$ cat src/rtl/nand_host_pkg.sv
package nand_host_pkg;

   typedef enum logic [1:0] {
      OP_CMD  = 2'd0,
      OP_ADDR = 2'd1,
      OP_WR   = 2'd2,
      OP_RD   = 2'd3
   } nf_op_e;

   typedef struct packed {
      nf_op_e     op;
      logic [7:0] val;
   } wb_entry_t;

   localparam logic [3:0] RA_CTRL   = 4'd0;
   localparam logic [3:0] RA_STAT   = 4'd1;
   localparam logic [3:0] RA_EVT    = 4'd2;
   localparam logic [3:0] RA_EVMASK = 4'd3;
   localparam logic [3:0] RA_CMD    = 4'd4;
   localparam logic [3:0] RA_ADDR   = 4'd5;
   localparam logic [3:0] RA_WDATA  = 4'd6;
   localparam logic [3:0] RA_RDREQ  = 4'd7;
   localparam logic [3:0] RA_RDATA  = 4'd8;
   localparam logic [3:0] RA_ECCRST = 4'd9;

   localparam int unsigned EV_W      = 5;
   localparam int unsigned EV_RB     = 0;
   localparam int unsigned EV_OVF    = 1;
   localparam int unsigned EV_EDGE   = 2;
   localparam int unsigned EV_RDRDY  = 3;

endpackage

$ cat src/rtl/nand_wbuf.sv
module nand_wbuf
   import nand_host_pkg::*;
#(
   parameter int unsigned DEPTH = 4
) (
   input  logic      clk,
   input  logic      rst_n,
   input  logic      push,
   input  wb_entry_t din,
   input  logic      pop,
   output wb_entry_t dout,
   output logic      full,
   output logic      empty
);
   localparam int unsigned PW = (DEPTH > 1) ? $clog2(DEPTH) : 1;
   localparam int unsigned CW = $clog2(DEPTH + 1);
   localparam bit          POW2 = (DEPTH & (DEPTH - 1)) == 0;

   generate
      if (DEPTH < 2) begin : g_depth_bad
         $error("nand_wbuf: DEPTH must be at least 2");
      end
   endgenerate

   wb_entry_t       mem [DEPTH];
   logic [PW-1:0]   wptr, rptr, wptr_nx, rptr_nx;
   logic [CW-1:0]   cnt;

   generate
      if (POW2) begin : g_wrap_nat
         assign wptr_nx = wptr + 1'b1;
         assign rptr_nx = rptr + 1'b1;
      end else begin : g_wrap_cmp
         assign wptr_nx = (wptr == PW'(DEPTH - 1)) ? '0 : wptr + 1'b1;
         assign rptr_nx = (rptr == PW'(DEPTH - 1)) ? '0 : rptr + 1'b1;
      end
   endgenerate

   always_ff @(posedge clk) begin
      if (push) mem[wptr] <= din;
   end

   always_ff @(posedge clk or negedge rst_n) begin
      if (!rst_n) begin
         wptr <= '0;
         rptr <= '0;
         cnt  <= '0;
      end else begin
         if (push) wptr <= wptr_nx;
         if (pop)  rptr <= rptr_nx;
         if (push && !pop)      cnt <= cnt + 1'b1;
         else if (pop && !push) cnt <= cnt - 1'b1;
      end
   end

   assign dout  = mem[rptr];
   assign full  = (cnt == CW'(DEPTH));
   assign empty = (cnt == '0);

endmodule

$ cat src/rtl/nand_pin_seq.sv
module nand_pin_seq
   import nand_host_pkg::*;
#(
   parameter int unsigned DLY_W = 4
) (
   input  logic             clk,
   input  logic             rst_n,
   input  logic             avail,
   input  wb_entry_t        ent,
   input  logic [DLY_W-1:0] wr_dly,
   input  logic [DLY_W-1:0] rd_dly,
   input  logic [7:0]       dq_i,
   output logic             pop,
   output logic             busy,
   output logic             cle,
   output logic             ale,
   output logic             we_n,
   output logic             re_n,
   output logic [7:0]       dq_o,
   output logic             dq_oe,
   output logic             rd_done,
   output logic [7:0]       rd_byte
);
   logic             active;
   wb_entry_t        cur;
   logic [DLY_W-1:0] cnt;
   logic             is_rd;

   assign pop   = !active && avail;
   assign is_rd = (cur.op == OP_RD);

   always_ff @(posedge clk or negedge rst_n) begin
      if (!rst_n) begin
         active  <= 1'b0;
         cur     <= '{op: OP_CMD, val: 8'h00};
         cnt     <= '0;
         rd_done <= 1'b0;
         rd_byte <= 8'h00;
      end else begin
         rd_done <= 1'b0;
         if (pop) begin
            active <= 1'b1;
            cur    <= ent;
            cnt    <= (ent.op == OP_RD) ? rd_dly : wr_dly;
         end else if (active) begin
            if (cnt == '0) begin
               active <= 1'b0;
               if (is_rd) begin
                  rd_byte <= dq_i;
                  rd_done <= 1'b1;
               end
            end else begin
               cnt <= cnt - 1'b1;
            end
         end
      end
   end

   assign busy  = active;
   assign we_n  = !(active && !is_rd);
   assign re_n  = !(active && is_rd);
   assign cle   = active && (cur.op == OP_CMD);
   assign ale   = active && (cur.op == OP_ADDR);
   assign dq_oe = active && !is_rd;
   assign dq_o  = dq_oe ? cur.val : 8'h00;

endmodule

$ cat src/rtl/nand_rb_sync.sv
module nand_rb_sync #(
   parameter int unsigned STAGES = 2
) (
   input  logic clk,
   input  logic rst_n,
   input  logic rb_async,
   output logic rb_sync
);
   generate
      if (STAGES < 2) begin : g_stages_bad
         $error("nand_rb_sync: STAGES must be at least 2");
      end
   endgenerate

   logic [STAGES-1:0] sh;

   always_ff @(posedge clk or negedge rst_n) begin
      if (!rst_n) sh <= '1;
      else        sh <= {sh[STAGES-2:0], rb_async};
   end

   assign rb_sync = sh[STAGES-1];

endmodule

$ cat src/rtl/nand_host.sv
module nand_host
   import nand_host_pkg::*;
#(
   parameter int unsigned WB_DEPTH    = 4,
   parameter int unsigned DLY_W       = 4,
   parameter int unsigned ECC_CLR_CYC = 4,
   parameter int unsigned SYNC_STAGES = 2,
   parameter int unsigned BUS_W       = 16
) (
   input  logic             clk,
   input  logic             rst_n,
   input  logic             reg_wr,
   input  logic [3:0]       reg_addr,
   input  logic [BUS_W-1:0] reg_wdata,
   output logic [BUS_W-1:0] reg_rdata,
   output logic             nf_ce_n,
   output logic             nf_cle,
   output logic             nf_ale,
   output logic             nf_we_n,
   output logic             nf_re_n,
   input  logic             nf_rb,
   output logic [7:0]       nf_dq_o,
   output logic             nf_dq_oe,
   input  logic [7:0]       nf_dq_i,
   output logic             ecc_clr,
   output logic             irq
);
   localparam int unsigned CTRL_W = 2 * DLY_W + 2;
   localparam int unsigned EC_W   = $clog2(ECC_CLR_CYC + 1);

   generate
      if (BUS_W < CTRL_W || BUS_W < 8) begin : g_bus_bad
         $error("nand_host: BUS_W too narrow for control register");
      end
      if (ECC_CLR_CYC < 1) begin : g_ecc_bad
         $error("nand_host: ECC_CLR_CYC must be at least 1");
      end
   endgenerate

   logic [CTRL_W-1:0] ctrl_q;
   logic [EV_W-1:0]   ev_q, ev_mask_q, ev_set, ev_clr;
   logic [EC_W-1:0]   ecc_cnt;
   logic              wb_full, wb_empty, wb_full_q, wb_pop, wb_push;
   logic              q_req, seq_busy, rd_done, rb_s, rb_q;
   logic [7:0]        rd_byte;
   wb_entry_t         wb_in, wb_out;
   nf_op_e            in_op;

   // register write decode
   always_comb begin
      q_req = 1'b0;
      in_op = OP_CMD;
      unique case (reg_addr)
         RA_CMD:   begin q_req = reg_wr; in_op = OP_CMD;  end
         RA_ADDR:  begin q_req = reg_wr; in_op = OP_ADDR; end
         RA_WDATA: begin q_req = reg_wr; in_op = OP_WR;   end
         RA_RDREQ: begin q_req = reg_wr; in_op = OP_RD;   end
         default:  ;
      endcase
   end

   assign wb_push = q_req && !wb_full;
   assign wb_in   = '{op: in_op, val: (in_op == OP_RD) ? 8'h00 : reg_wdata[7:0]};

   nand_wbuf #(.DEPTH(WB_DEPTH)) u_wbuf (
      .clk   (clk),
      .rst_n (rst_n),
      .push  (wb_push),
      .din   (wb_in),
      .pop   (wb_pop),
      .dout  (wb_out),
      .full  (wb_full),
      .empty (wb_empty)
   );

   nand_pin_seq #(.DLY_W(DLY_W)) u_seq (
      .clk     (clk),
      .rst_n   (rst_n),
      .avail   (!wb_empty),
      .ent     (wb_out),
      .wr_dly  (ctrl_q[DLY_W-1:0]),
      .rd_dly  (ctrl_q[2*DLY_W-1:DLY_W]),
      .dq_i    (nf_dq_i),
      .pop     (wb_pop),
      .busy    (seq_busy),
      .cle     (nf_cle),
      .ale     (nf_ale),
      .we_n    (nf_we_n),
      .re_n    (nf_re_n),
      .dq_o    (nf_dq_o),
      .dq_oe   (nf_dq_oe),
      .rd_done (rd_done),
      .rd_byte (rd_byte)
   );

   nand_rb_sync #(.STAGES(SYNC_STAGES)) u_rbs (
      .clk      (clk),
      .rst_n    (rst_n),
      .rb_async (nf_rb),
      .rb_sync  (rb_s)
   );

   // sticky events: set has priority over write-one-to-clear
   always_comb begin
      ev_set           = '0;
      ev_set[EV_RB]    = rb_s && !rb_q;
      ev_set[EV_OVF]   = q_req && wb_full;
      ev_set[EV_EDGE]  = wb_full_q && !wb_full;
      ev_set[EV_RDRDY] = rd_done;
      ev_clr = (reg_wr && reg_addr == RA_EVT) ? reg_wdata[EV_W-1:0] : '0;
   end

   always_ff @(posedge clk or negedge rst_n) begin
      if (!rst_n) begin
         ctrl_q    <= '0;
         ev_q      <= '0;
         ev_mask_q <= '0;
         wb_full_q <= 1'b0;
         rb_q      <= 1'b1;
         ecc_cnt   <= '0;
      end else begin
         wb_full_q <= wb_full;
         rb_q      <= rb_s;
         ev_q      <= ev_set | (ev_q & ~ev_clr);
         if (reg_wr && reg_addr == RA_CTRL)   ctrl_q    <= reg_wdata[CTRL_W-1:0];
         if (reg_wr && reg_addr == RA_EVMASK) ev_mask_q <= reg_wdata[EV_W-1:0];
         if (reg_wr && reg_addr == RA_ECCRST && reg_wdata[0])
            ecc_cnt <= EC_W'(ECC_CLR_CYC);
         else if (ecc_cnt != '0)
            ecc_cnt <= ecc_cnt - 1'b1;
      end
   end

   assign ecc_clr = (ecc_cnt != '0);
   assign irq     = |(ev_q & ev_mask_q);
   assign nf_ce_n = !(seq_busy || !wb_empty);

   always_comb begin
      reg_rdata = '0;
      unique case (reg_addr)
         RA_CTRL:   reg_rdata[CTRL_W-1:0] = ctrl_q;
         RA_STAT:   begin
            reg_rdata[0] = rb_s;
            reg_rdata[1] = wb_full;
            reg_rdata[4] = wb_empty && !seq_busy;
         end
         RA_EVT:    reg_rdata[EV_W-1:0] = ev_q;
         RA_EVMASK: reg_rdata[EV_W-1:0] = ev_mask_q;
         RA_RDATA:  reg_rdata[7:0] = rd_byte;
         RA_ECCRST: reg_rdata[0] = ecc_clr;
         default:   ;
      endcase
   end

endmodule

$ cat config.mk
export PLATFORM = sky130hd
export DESIGN_NAME = nand_host
export DESIGN_NICKNAME = d
export VERILOG_FILES = /design/src/rtl/nand_host_pkg.sv /design/src/rtl/nand_wbuf.sv /design/src/rtl/nand_pin_seq.sv /design/src/rtl/nand_rb_sync.sv /design/src/rtl/nand_host.sv
export SDC_FILE = /design/constraint.sdc
export NUM_CORES = 1
export LEC_CHECK = 0
export ABC_AREA = 1
export BUFFER_PORTS_ARGS = -buffer_cell sky130_fd_sc_hd__buf_2
export CORE_ASPECT_RATIO = 0.6
export CORE_MARGIN = 3
export CORE_UTILIZATION = 57
export CTS_BUF_LIST = sky130_fd_sc_hd__clkbuf_4 sky130_fd_sc_hd__clkbuf_8 sky130_fd_sc_hd__clkbuf_16
export DETAILED_ROUTE_END_ITERATION = 12
export PLACE_DENSITY = 0.84
export SETUP_SLACK_MARGIN = 0.02
export SLEW_MARGIN = 20
export SYNTH_ARGS = -nofsm -noshare
export SYNTH_HDL_FRONTEND = slang
export SYNTH_SLANG_ARGS = --single-unit
$ cat constraint.sdc
create_clock -name clk -period 2.1 [get_ports clk]
set_clock_uncertainty 0.1 [all_clocks]
set_input_delay 0.105 -clock clk [delete_from_list [all_inputs] [get_ports clk]]
set_output_delay 0.105 -clock clk [all_outputs]
set_load 0.01 [all_outputs]
# [Word level (Yosys, flattened, before mapping)]
# Memory sizes are Yosys's and may differ from the RTL's.
# Cells that the tools add are included.
[totals] ramBits=40 wordCells=111 register_bits=58 mem_count=1
[mem_list] name="u_wbuf.mem" depth=4 width=10 read_ports=1 rd_clocked_by_memory_dff=0 write_ports=1 line="nand_wbuf.sv:25" source="wb_entry_t mem [DEPTH];"
[op_classes] reduce_logical=40 n_bitwise=5 n_addsub=6 eq_ne=15 mux=28
[ops] op="logical AND 1 bit" n=17
[ops] op="equality test 4 x 3 -> 1 bit, second input constant" n=4
[ops] op="2-to-1 mux 4 bit" n=4
[ops] op="2-to-1 mux 8 bit" n=2
[ops] op="2-to-1 mux 3 bit" n=4
[ops] op="AND 5 bit" n=2
[ops] op="zero test 1 bit" n=10
[ops] op="2-to-1 mux 1 bit" n=10
[ops] op="one-hot mux 1 bit (5 select lines)" n=2
[ops] op="equality test 4 x 2 -> 1 bit, second input constant" n=2
[ops] op="equality test 4 bit, second input constant" n=2
[ops] op="zero test 4 bit" n=2
[ops] op="one-hot mux 2 bit (4 select lines)" n=1
[ops] op="equality test 2 bit, second input constant" n=3
[ops] op="one-hot mux 1 bit (6 select lines)" n=1
[ops] op="one-hot mux 2 bit (3 select lines)" n=1
[ops] op="one-hot mux 3 bit (2 select lines)" n=1
[ops] op="nonzero test 2 bit" n=3
[ops] op="subtractor 3 x 1 -> 3 bit, second input constant" n=2
[ops] op="2-to-1 mux 5 bit" n=1
[ops] op="NOT 5 bit" n=1
[ops] op="bitwise OR 4 x 5 -> 5 bit" n=1
[ops] op="OR reduction 5 bit" n=1
[ops] op="adder 2 x 1 -> 2 bit, second input constant" n=2
[ops] op="other kinds (15)" n=15

# [Logic depth before layout (Yosys ltp)]
# Gate-level depths: netlist of run 1.
[depth] word_depth=8 depth_mapped=12 ltp_nobuf=12

# [Cells and area by module]
# Synthesis of run 1 repeated with hierarchy kept, for this count alone.
[unflattened] hier_cells=525 area_unflattened_um2=4815.9
[by_module_without_submodules] module="nand_wbuf" area_per_inst_um2=2023.2 cells_each=165 instances=1
[by_module_without_submodules] module="nand_host" area_per_inst_um2=1532.7 cells_each=210 instances=1
[by_module_without_submodules] module="nand_pin_seq" area_per_inst_um2=1207.4 cells_each=148 instances=1
[by_module_without_submodules] module="nand_rb_sync" area_per_inst_um2=52.6 cells_each=2 instances=1

# [Worst setup path before layout of run 1]
# Ideal clock, no wire load.
[synth_path] path_type="register to register" from="register u_wbuf.cnt[0]" to="register u_wbuf.cnt[2]" arrival_time_ps=1726 path_slack_ps=143 required_ps=1869 n_path_buf=0 stages_incl_launch_ff=11 setup_time_ps=131 period_less_slack_ps=1957 cell_sequence="dfrtp_1 inv_1 nand3_1 nand2_1 inv_2 ha_1 inv_1 fa_1 a21oi_1 o21ai_0 xor2_1"
[synth_between] elab_chain_cells=6 word_cells_on_any_way=15 cone_classes="add/sub (2); eq/ne (1); mux (2); reduce/logical (10)"
[synth_lines] element="start, declared" line="nand_wbuf.sv:27" source="logic [CW-1:0] cnt;"
[synth_lines] element="start signal, assigned" line="nand_wbuf.sv:51" source="if (push && !pop) cnt <= cnt + 1'b1;"
[synth_lines] element="start signal, assigned" line="nand_wbuf.sv:52" source="else if (pop && !push) cnt <= cnt - 1'b1;"
[synth_lines] element="equality test 3 bit (*)" line="nand_wbuf.sv:57" source="assign full = (cnt == CW'(DEPTH));"
[synth_lines] element="zero test 1 bit (*)" line="nand_host.sv:62" source="assign wb_push = q_req && !wb_full;"
[synth_lines] element="logical AND 1 bit (*)" line="nand_host.sv:62"
[synth_lines] element="net u_wbuf.push" line="nand_wbuf.sv:8" source="input logic push,"
[synth_lines] element="zero test 1 bit" line="nand_wbuf.sv:52"
[synth_lines] element="logical AND 1 bit" line="nand_wbuf.sv:52"
[synth_lines] element="nonzero test 2 bit (no source line)"
# Mark *: on every way through the listed nets, which the timed path passes. The rest lies on a longest branch. The select of a mux whose other input is x is not followed.
# A chain may end at the register's enable or synchronous reset.

# [Final worst setup path of run 1]
[layout_path] from="register u_wbuf.cnt[2]" to="output reg_rdata[4]"
[layout_between] elab_chain_cells=3
[layout_lines] element="zero test 3 bit" line="nand_wbuf.sv:58" source="assign empty = (cnt == '0);"
[layout_lines] element="logical AND 1 bit" line="nand_host.sv:145" source="reg_rdata[4] = wb_empty && !seq_busy;"
[layout_lines] element="one-hot mux 1 bit (5 select lines)" line="nand_host.sv:140" source="unique case (reg_addr)"
[layout_lines] element="end, declared" line="nand_host.sv:15" source="output logic [BUS_W-1:0] reg_rdata,"
# No other way between the ends.

==> results of run 1 <==
-- power groups by stage --
stage | registers [W] | logic [W] | clock network [W]
4_1_cts | 0.00274 | 0.00240 | 0.00147
2_1_floorplan | 0.00270 | 0.00170 | 0
5_1_grt | 0.00279 | 0.00277 | 0.00155
3_5_place_dp | 0.00277 | 0.00233 | 0
6_report | 0.00275 | 0.00245 | 0.00145
3_3_place_gp | 0.00274 | 0.00221 | 0
-- what timing repair did --
action / 4_1_cts / 5_1_grt
setup buffers: 1 / 1
hold buffers: 16 / 0
cloned: 0 / 0
setup endpoints to repair: 1 / 2
hold endpoints to repair: 71 / 0
pin swaps: 0 / 0
gates resized for setup: 0 / 3
-- tightest hold or removal path, cell delays in order --
cell and delay, ps:
buf_2 80, inv_1 90, o21ai_1 150
-- cell type report --
| cell class | count | area, µm² | area share (%) |
|---|---|---|---|
| timing repair buffer | 79 | 505 | 9.50 |
| inverter | 74 | 278 | 5.22 |
| sequential | 98 | 2660 | 49.9 |
| multi-input combinational | 303 | 1490 | 28.0 |
| clock buffer | 9 | 225 | 4.23 |
| tap | 104 | 130 | 2.45 |
| clock inverter | 7 | 36.3 | 0.682 |
-- logic make-up after synthesis --
family	count (synthesis)	synth area share [%]
compound gates	74	9.07
buf+inv	89	8.38
fa+ha+maj	10	2.95
other cells	1	0.0834
simple gates	206	19.1
xor+xnor	7	1.36
flops	98	59.1
-- cells in the final DEF (no fill, tap or decap), types with 2 or more instances in the layout --
cell / instances
edfxtp_1: 40
clkinv_1: 2
o21ai_0: 24
o21ai_1: 30
xor2_1: 4
dlygate4sd3_1: 16
clkbuf_16: 9
o22ai_1: 8
nand4_1: 3
nor3_1: 4
a21oi_1: 3
nand2_1: 105
inv_2: 11
dfstp_2: 3
nand3_1: 18
inv_1: 63
nor2_1: 63
a21oi_2: 4
nand3_2: 3
o2111ai_1: 2
xnor2_1: 3
nand2_2: 7
clkinvlp_2: 3
dfrtp_1: 55
ha_1: 9
buf_4: 12
conb_1: 6
buf_2: 51
-- registers in the layout, indices dropped and copies added (netlist names) --
signal,flops
u_wbuf.mem,40
ctrl_q,10
u_seq.cur,10
u_seq.rd_byte,8
ev_mask_q,5
ev_q,5
u_seq.cnt,4
ecc_cnt,3
u_wbuf.cnt,3
u_rbs.sh,2
u_wbuf.rptr,2
u_wbuf.wptr,2
rb_q,1
u_seq.busy,1
u_seq.rd_done,1
wb_full_q,1
-- path summary, 6_finish.rpt --
check                                    from             end  slack (ps)  cells past startpoint
worst min-delay path             reg_wdata[1]       ctrl_q[1]          20                      3
worst min register to register    u_rbs.sh[0]     u_rbs.sh[1]         260                      0
min in group asynchronous               rst_n       ctrl_q[3]         340                      3
worst max-delay path            u_wbuf.cnt[2]    reg_rdata[4]          30                      7
max in group asynchronous               rst_n  u_wbuf.wptr[0]        1050                      3
worst max register to register  u_wbuf.cnt[1]   u_wbuf.cnt[1]          60                      9
-- layer usage --
metal | track usage (%) | vias to the layer above
met5 | 0 | -
met4 | 6.16 | 0
met3 | 8.63 | 14
met2 | 38.0 | 171
met1 | 34.5 | 1685
li1 | - | 1702
-- per-stage QoR --
step                      instances  setup TNS [ps]  area [µm²]  worst slack (ps)
after floorplan                 490               0        4510               143
after global placement          640               0        4880               167
after detailed placement        640               0        4880              23.9
after CTS                       673               0        5310              80.3
after global routing            674           -30.5        5320             -16.4
final                           674               0        5320              32.5
==> out/metrics.cfg, run 1 <==
[setup_path]
cp_data_required_time_ps=1890
path_common_cell=nand3_1
critPathKind=flip-flop to output pin
cp_slowest_cell=dfrtp_1
cp.arrival_ps=1860
crit_chain=inv_1 -> nand3_1 -> nor2_1 -> nand4_1 -> nand3_1 -> nand3b_1 -> buf_2
crit_fanout=3
cp_top_family=simple AND/OR/NAND/NOR gates
crit_path_max_incr_delay_ps=400
crit_buf_inv=2
startpoint_type=flip-flop
critPathCaptureType=output pin

[floorplanning]
die_h_um=74.8
fp.dieW_um=121
fp-row-count=24
initial_core_util_pct=60.4
ios=64
dieArea_um2=9020
core_um2=7450

[cts]
cts_tree=built
clock_latency_ps=350
clkSinkCount=98
htree_num_levels=3
clock_path_buffers=2
cts_root_buf=clkbuf_16
cts.clk_slew.worst_paths_ps=70
cts_inserted_buffers=9

[power_and_ir_drop]
power_switching_w=0.00251
switching_share_pct=37.7
internal_power_w=0.00415
combinationalPowerShare_pct=36.9
leakage_nw=2.52
power.total_w=0.00666
clkPwrFrac_pct=21.8
ir_worst_vdd_mv=0.802
pwr-share-seq_pct=41.3
power_density_nw_per_um2=1250

[yosys]
ys.flop_type=dfrtp_1
syn_area_um2=4500
ys_ff_latch=98
async_flop_share_pct=59.2
synth.area.top_cells=dfrtp_1 31%, edfxtp_1 27%, nand2_1 8.8%, inv_1 5.3%, nor2_1 5.3%
synth_top_area_share_pct=30.6
synth_edf_count=40
yosys_warnings=0
synth.distinct_cells=32
netlist_instances=485
synth-seq-area-share_pct=59.1
synth_common_cells=105 x nand2_1, 63 x inv_1, 63 x nor2_1, 55 x dfrtp_1, 40 x edfxtp_1
synth_area_per_cell_um2=9.27
synth_area_leader_cell=dfrtp_1
synth_most_common_cell=nand2_1

[route]
via_per_inst=5.30
m1WireLength_um=4640
drc=0
met3WireLength_um=1090
firstDrtPassIters=5
wl_met2_um=4790
top_layer_used=met4
vias=3572
drt-initial-drc-count=426
drt-wirelength-per-cell_um=15.8
wl_um=10700
final_antenna_net_count=0

[grt]
grt_pass1_vias=3299
antenna_found_initial=0
grt_max_degree=59
gr-total-overflow=0
grt_usage_pct=24.7
grt_pass1_wl_um=16600

[timing]
min_period_ps=2070
hold_violations=0
rsz0062_at_grt=yes
worst_slew_pin_slew_ps=741
final-max-slew-violation-count=0
max_clock_freq_mhz=484
fin_crit_sh_pct=98.5
final-setup-viol-count=0
timing.hold.ws_ps=15.3
maxSlewHeadroom_pct=50.6

[layout]
layout.nets=607
antenna-diode-count=0
areaGrowthSynthToFinish_pct=18.3
drive_above_1_share_pct=18.9
fillCellCount=569
utilization_pct=71.4

[min_path]
hold_path.class=input pin to flip-flop

[place]
io_buffers=51
post-dp-hpwl_um=7370
place_congestion=0.903

[job]
cap_violations=0

[outcome]
status=completed

Note: power is estimated with default switching activity, not from simulation.
==> run 2: changes to the inputs <==
==> constraint.sdc (replaced) <==
create_clock -name clk -period 2 [get_ports clk]
set_clock_uncertainty 0.1 [all_clocks]
set_input_delay 0.1 -clock clk [delete_from_list [all_inputs] [get_ports clk]]
set_output_delay 0.1 -clock clk [all_outputs]
set_load 0.01 [all_outputs]
==> out/metrics.cfg, run 2 (synthesized netlist as in run 1, its figures left out) <==
[layout]
drive_above_1_share_pct=20.6  ; was 18.9%
antenna-diode-count=0  ; unchanged
layout.nets=610  ; was 607
largestRegisters=u_wbuf.mem x40, ctrl_q x10, u_seq.cur x10  ; unchanged
largest_register_ffs=40  ; unchanged
final_common_cell=nand2_1  ; unchanged
utilization_pct=73.0  ; was 71.4%
regMostFlops=u_wbuf.mem  ; unchanged
areaGrowthSynthToFinish_pct=21.0  ; was 18.3%
most-common-layout-cells=105 x nand2_1, 61 x nor2_1, 59 x inv_1  ; was 105 x nand2_1, 63 x inv_1, 63 x nor2_1

[place]
post-dp-hpwl_um=7290  ; was 7370 µm
io_buffers=51  ; unchanged
place_congestion=0.955  ; was 0.903

[grt]
use_met3_pct=8.86  ; was 8.63%
grt_usage_pct=25.7  ; was 24.7%
grt_pass1_wl_um=17300  ; was 16600 µm
gr-total-overflow=0  ; unchanged
grt_pass1_vias=3467  ; was 3299
antenna_found_initial=0  ; unchanged
grtUsageMet1_pct=34.2  ; was 34.5%
grt_max_degree=38  ; was 59
grt.busiest_layer=met2  ; unchanged
grt_util_met2_pct=39.6  ; was 38.0%

[route]
vias=3752  ; was 3572
wl_um=11200  ; was 10700 µm
final_antenna_net_count=0  ; unchanged
via_per_inst=5.54  ; was 5.30
firstDrtPassIters=5  ; unchanged
drt-wirelength-per-cell_um=16.5  ; was 15.8 µm
drc=0  ; unchanged
drt-initial-drc-count=606  ; was 426

[setup_path]
crit_fanout=3  ; unchanged
cp_data_required_time_ps=2140  ; was 1890 ps
critPathKind=flip-flop to flip-flop  ; was flip-flop to output pin
startpoint_type=flip-flop  ; unchanged
cp.arrival_ps=2090  ; was 1860 ps
critPathCaptureType=flip-flop  ; was output pin

[power_and_ir_drop]
power.total_w=0.00739  ; was 0.00666 W
internal_power_w=0.00464  ; was 0.00415 W
ir_worst_vdd_mv=0.637  ; was 0.802 mV
clkPwrFrac_pct=24.8  ; was 21.8%
power_switching_w=0.00275  ; was 0.00251 W
pwr-share-seq_pct=39.6  ; was 41.3%
switching_share_pct=37.2  ; was 37.7%
power_density_nw_per_um2=1360  ; was 1250 nW/µm²
leakage_nw=2.57  ; was 2.52 nW
combinationalPowerShare_pct=35.7  ; was 36.9%

[floorplanning]
initial_core_util_pct=60.4  ; unchanged
ios=64  ; unchanged
fp-row-count=24  ; unchanged
fp.dieW_um=121  ; unchanged
core_um2=7450  ; unchanged
die_h_um=74.8  ; unchanged
dieArea_um2=9020  ; unchanged

[cts]
clkSinkCount=98  ; unchanged
cts_tree=built  ; unchanged
clock_latency_ps=350  ; about the same
clock_path_buffers=2  ; unchanged
cts_inserted_buffers=9  ; unchanged
cts_root_buf=clkbuf_16  ; unchanged
cts.clk_slew.worst_paths_ps=70  ; about the same
htree_num_levels=3  ; unchanged

[min_path]
hold_path.class=input pin to flip-flop  ; unchanged

[timing]
final-setup-viol-count=0  ; unchanged
maxSlewHeadroom_pct=49.5  ; was 50.6%
rsz0062_at_grt=no  ; was yes
max_clock_freq_mhz=511
fin_setup_tns_ps=0  ; unchanged
min_period_ps=1960
worst_slew_pin_slew_ps=756  ; was 741 ps
fin_crit_sh_pct=97.8
timing.hold.ws_ps=14.5  ; was 15.3 ps
final-max-slew-violation-count=0  ; unchanged
hold_violations=0  ; unchanged

[outcome]
status=completed  ; unchanged

[job]
cap_violations=0  ; unchanged

run 2: changes by cell type in the layout (fill, tap and decap cells not counted), moves of 2 or more:
| cell | delta |
|---|---|
| nand3_1 | -2 |
| dlygate4sd3_1 | +2 |
| bufinv_16 | +2 |
| inv_1 | -4 |
| clkinvlp_2 | -3 |
| nor2_1 | -2 |
| inv_2 | +4 |
| nand3_2 | +2 |
run 2: critical path, cell delays in order (launching register included):
cell     delay [ps]
dfrtp_1         410
inv_2           100
nand3_2         130
nand2_2         100
ha_1            160
inv_2            70
fa_2            370
a21oi_2         180
o21ai_2          90
xor2_1          140
run 2: final cells by class:
type / instances / area, µm²
inverter: 74 / 278
fill: 495 / 2010
sequential: 98 / 2660
timing repair buffer: 82 / 546
clock inverter: 7 / 92.6
clock buffer: 9 / 225
tap: 104 / 130
multi-input combinational: 303 / 1510
run 2: stage by stage:
| stage | worst slack [ps] | instance area [µm²] | instances |
|---|---|---|---|
| final | 43.5 | 5440 | 677 |
| after global routing | 3.19 | 5440 | 677 |
| after CTS | 44.3 | 5410 | 676 |
| after detailed placement | 23.4 | 4900 | 641 |
| after global placement | 111 | 4900 | 641 |
| after floorplan | 43.5 | 4510 | 490 |
run 2: power by group through the flow:
stage          clock (W)  combinational, W  sequential, W
2_1_floorplan          0           0.00179        0.00284
3_3_place_gp           0           0.00231        0.00290
3_5_place_dp           0           0.00244        0.00293
4_1_cts          0.00183           0.00252        0.00289
5_1_grt          0.00191           0.00297        0.00297
6_report         0.00183           0.00263        0.00292
run 2: what timing repair did:
item | 4_1_cts | 5_1_grt
hold buffers | 18 | 0
buffers inserted | 1 | 1
pin swaps | 0 | 1
endpoints found under the hold margin | 40 | 0
resized for setup | 2 | 11
endpoints found under the setup margin | 2 | 3
cloned | 0 | 0
run 2: final timing paths:
kind / from / endpoint / slack, ps / cells after the start
max: u_wbuf.cnt[2] / u_wbuf.cnt[2] / 40 / 9
max reg2reg: u_wbuf.cnt[2] / u_wbuf.cnt[2] / 40 / 9
min: reg_wdata[4] / ev_mask_q[4] / 10 / 3
max in group asynchronous: rst_n / u_rbs.sh[0] / 990 / 3
min reg2reg: u_rbs.sh[0] / u_rbs.sh[1] / 260 / 0
min in group asynchronous: rst_n / u_seq.cnt[3] / 160 / 2
run 2: layer usage:
layer | wire length [µm] | share of wire (%)
met1 | 4560 | 41
met2 | 5010 | 45
met3 | 1290 | 12
met4 | 295 | 2.6
met5 | 0 | 0
==> run 3: changes to the inputs <==
--- a/config.mk
+++ b/config.mk
@@ -9,10 +9,10 @@
 export BUFFER_PORTS_ARGS = -buffer_cell sky130_fd_sc_hd__buf_2
 export CORE_ASPECT_RATIO = 0.6
 export CORE_MARGIN = 3
-export CORE_UTILIZATION = 57
+export CORE_UTILIZATION = 46
 export CTS_BUF_LIST = sky130_fd_sc_hd__clkbuf_4 sky130_fd_sc_hd__clkbuf_8 sky130_fd_sc_hd__clkbuf_16
 export DETAILED_ROUTE_END_ITERATION = 12
-export PLACE_DENSITY = 0.84
+export PLACE_DENSITY = 0.71
 export SETUP_SLACK_MARGIN = 0.02
 export SLEW_MARGIN = 20
 export SYNTH_ARGS = -nofsm -noshare
==> out/metrics.cfg, run 3 (synthesized netlist as in run 1, its figures left out) <==
[outcome]
status=completed  ; unchanged

[grt]
gr-total-overflow=0  ; unchanged
grt_usage_pct=19.1  ; was 25.7%
antenna_found_initial=0  ; unchanged
grt_pass1_vias=3122  ; was 3467
grt_max_degree=59  ; was 38
grt_pass1_wl_um=16000  ; was 17300 µm

[cts]
clkSinkCount=98  ; unchanged
cts.clk_slew.worst_paths_ps=70  ; about the same
cts_tree=built  ; unchanged
clock_path_buffers=2  ; unchanged
clock_latency_ps=340  ; was 350 ps
htree_num_levels=3  ; unchanged
cts_root_buf=clkbuf_16  ; unchanged
cts_inserted_buffers=9  ; unchanged

[setup_path]
cp.arrival_ps=1680  ; was 2090 ps
startpoint_type=flip-flop  ; unchanged
cp_slowest_cell=dfrtp_1  ; unchanged
crit_fanout=3  ; unchanged
cp_data_required_time_ps=1800  ; was 2140 ps
critPathKind=flip-flop to output pin  ; was flip-flop to flip-flop
crit_buf_inv=2  ; unchanged
cp_top_family=simple AND/OR/NAND/NOR gates  ; was adder cells
critPathCaptureType=output pin  ; was flip-flop
crit_chain=inv_1 -> nand3_2 -> nor2_2 -> nand4_1 -> nand3_1 -> nand3b_1 -> buf_2  ; was inv_2 -> nand3_2 -> nand2_2 -> ha_1 -> inv_2 -> fa_2 -> a21oi_2 -> o21ai_2 -> xor2_1
path_depth=7  ; was 9
r2r_cells=9  ; unchanged
crit_path_max_incr_delay_ps=400  ; was 410 ps

[layout]
stdcell_area_um2=5440  ; about the same
most-common-layout-cells=105 x nand2_1, 63 x inv_1, 62 x nor2_1  ; was 105 x nand2_1, 61 x nor2_1, 59 x inv_1
ff_latch_area_um2=2660  ; about the same
regMostFlops=u_wbuf.mem  ; unchanged
layout.nets=611  ; was 610
stdcell_count=704  ; was 677
areaGrowthSynthToFinish_pct=21.1  ; was 21.0%
fillCellCount=797  ; was 495
largestRegisters=u_wbuf.mem x40, ctrl_q x10, u_seq.cur x10  ; unchanged
multi_input_area_um2=1490  ; was 1510 µm²
utilization_pct=58.4  ; was 73.0%
final_common_cell=nand2_1  ; unchanged
drive_above_1_share_pct=19.9  ; was 20.6%
antenna-diode-count=0  ; unchanged
largest_register_ffs=40  ; unchanged

[min_path]
hold_path.class=input pin to flip-flop  ; unchanged
hold_depth=3  ; unchanged

[timing]
fin_crit_sh_pct=93.9  ; was 97.8%
hold_violations=0  ; unchanged
max_clock_freq_mhz=532  ; was 511 MHz
rsz0062_at_grt=yes  ; was no
min_period_ps=1880  ; was 1960 ps
final-max-slew-violation-count=0  ; unchanged
setup_slack_ps=121  ; was 43.5 ps
final-setup-viol-count=0  ; unchanged
worst_slew_pin_slew_ps=537  ; was 756 ps
fin_setup_tns_ps=0  ; unchanged
maxSlewHeadroom_pct=64.0  ; was 49.5%

[floorplanning]
core_um2=9320  ; was 7450 µm²
dieArea_um2=11000  ; was 9020 µm²
fp-row-count=27  ; was 24
die_h_um=82.6  ; was 74.8 µm
fp.dieW_um=134  ; was 121 µm
ios=64  ; unchanged
initial_core_util_pct=48.2  ; was 60.4%

[place]
io_buffers=51  ; unchanged
dp_slack_ps=11.3  ; was 23.4 ps
dp_cells=670  ; was 641
place_area_um2=4950  ; was 4900 µm²
post-dp-hpwl_um=7540  ; was 7290 µm
place_congestion=0.926  ; was 0.955

[route]
wl_um=10300  ; was 11200 µm
via_per_inst=5.01  ; was 5.54
firstDrtPassIters=6  ; was 5
final_antenna_net_count=0  ; unchanged
drt-wirelength-per-cell_um=14.6  ; was 16.5 µm
vias=3524  ; was 3752
drc=0  ; unchanged
drt-initial-drc-count=327  ; was 606

[power_and_ir_drop]
power_switching_w=0.00265  ; was 0.00275 W
ir_worst_vdd_mv=0.622  ; was 0.637 mV
internal_power_w=0.00453  ; was 0.00464 W
leakage_nw=2.57  ; about the same
switching_share_pct=36.9  ; was 37.2%
pwr-share-seq_pct=40.5  ; was 39.6%
combinationalPowerShare_pct=35.5  ; was 35.7%
power_density_nw_per_um2=1320  ; was 1360 nW/µm²
clkPwrFrac_pct=24.0  ; was 24.8%

[job]
cap_violations=0  ; unchanged

==> run 3: cell types whose count changed in the layout (fill, tap and decap cells not counted), moves of 2 or more <==
cell / previous run / this run
buf_4: 12 / 14
inv_1: 59 / 63
inv_2: 15 / 11
inv_6: 1 / 3
==> run 3: final timing paths <==
check                               from       endpoint  slack, ps
max in group asynchronous          rst_n    u_rbs.sh[0]       1290
min in group asynchronous          rst_n   u_seq.cur[4]        190
setup reg to reg           u_wbuf.cnt[2]  u_wbuf.cnt[2]        130
setup / recovery           u_wbuf.cnt[2]   reg_rdata[4]        120
hold reg to reg              u_rbs.sh[0]    u_rbs.sh[1]        260
hold / removal              reg_wdata[4]   ev_mask_q[4]         10
==> run 3: what timing repair did <==
item,4_1_cts,5_1_grt
hold buffers,17,0
buffers inserted,0,1
endpoints found under the hold margin,76,0
pin swaps,0,1
gates resized for setup,1,4
endpoints found under the setup margin,1,4
==> run 3: worst reg2reg max path, delay by kind of cell, from the launching register on <==
family	cells	cell delay, ps
AO/OA/AOI/OAI	2	210
XOR/XNOR	1	150
adder cells (fa/ha/maj)	2	520
buffers and inverters	2	180
flip-flops	1	400
AND/OR/NAND/NOR	2	200
==> run 3: power by group through the flow <==
stage	sequential (W)	combinational [W]	clock [W]
6_report	0.00291	0.00254	0.00172
5_1_grt	0.00296	0.00292	0.00184
4_1_cts	0.00290	0.00252	0.00175
3_5_place_dp	0.00293	0.00248	0
3_3_place_gp	0.00290	0.00238	0
2_1_floorplan	0.00284	0.00179	0
==> run 3: area by class of cell <==
type / count / share of cell area, %
tap: 130 / 2.99
multi-input combinational: 303 / 27.4
clock inverter: 7 / 1.40
timing repair buffer: 83 / 10.1
clock buffer: 9 / 4.14
inverter: 74 / 5.10
sequential: 98 / 48.8
==> run 3: metal layers <==
metal	part of all wire (%)	wire (µm)	global-route usage (%)	vias to the layer above
met5	0	0	0	-
met4	0.61	63	3.59	0
met3	7.4	758	4.66	10
met2	43	4400	27.2	129
met1	49	5090	29.6	1668
li1	-	-	-	1717
==> run 3: through the flow <==
| stage | hold slack (ps) | power (W) |
|---|---|---|
| finish | 14.3 | 0.00717 |
| global route | 39.9 | 0.00772 |
| CTS | 1.99 | 0.00717 |
| detailed placement | 18.5 | 0.00541 |
| global placement | 19.5 | 0.00528 |
| floorplan | -296 | 0.00462 |
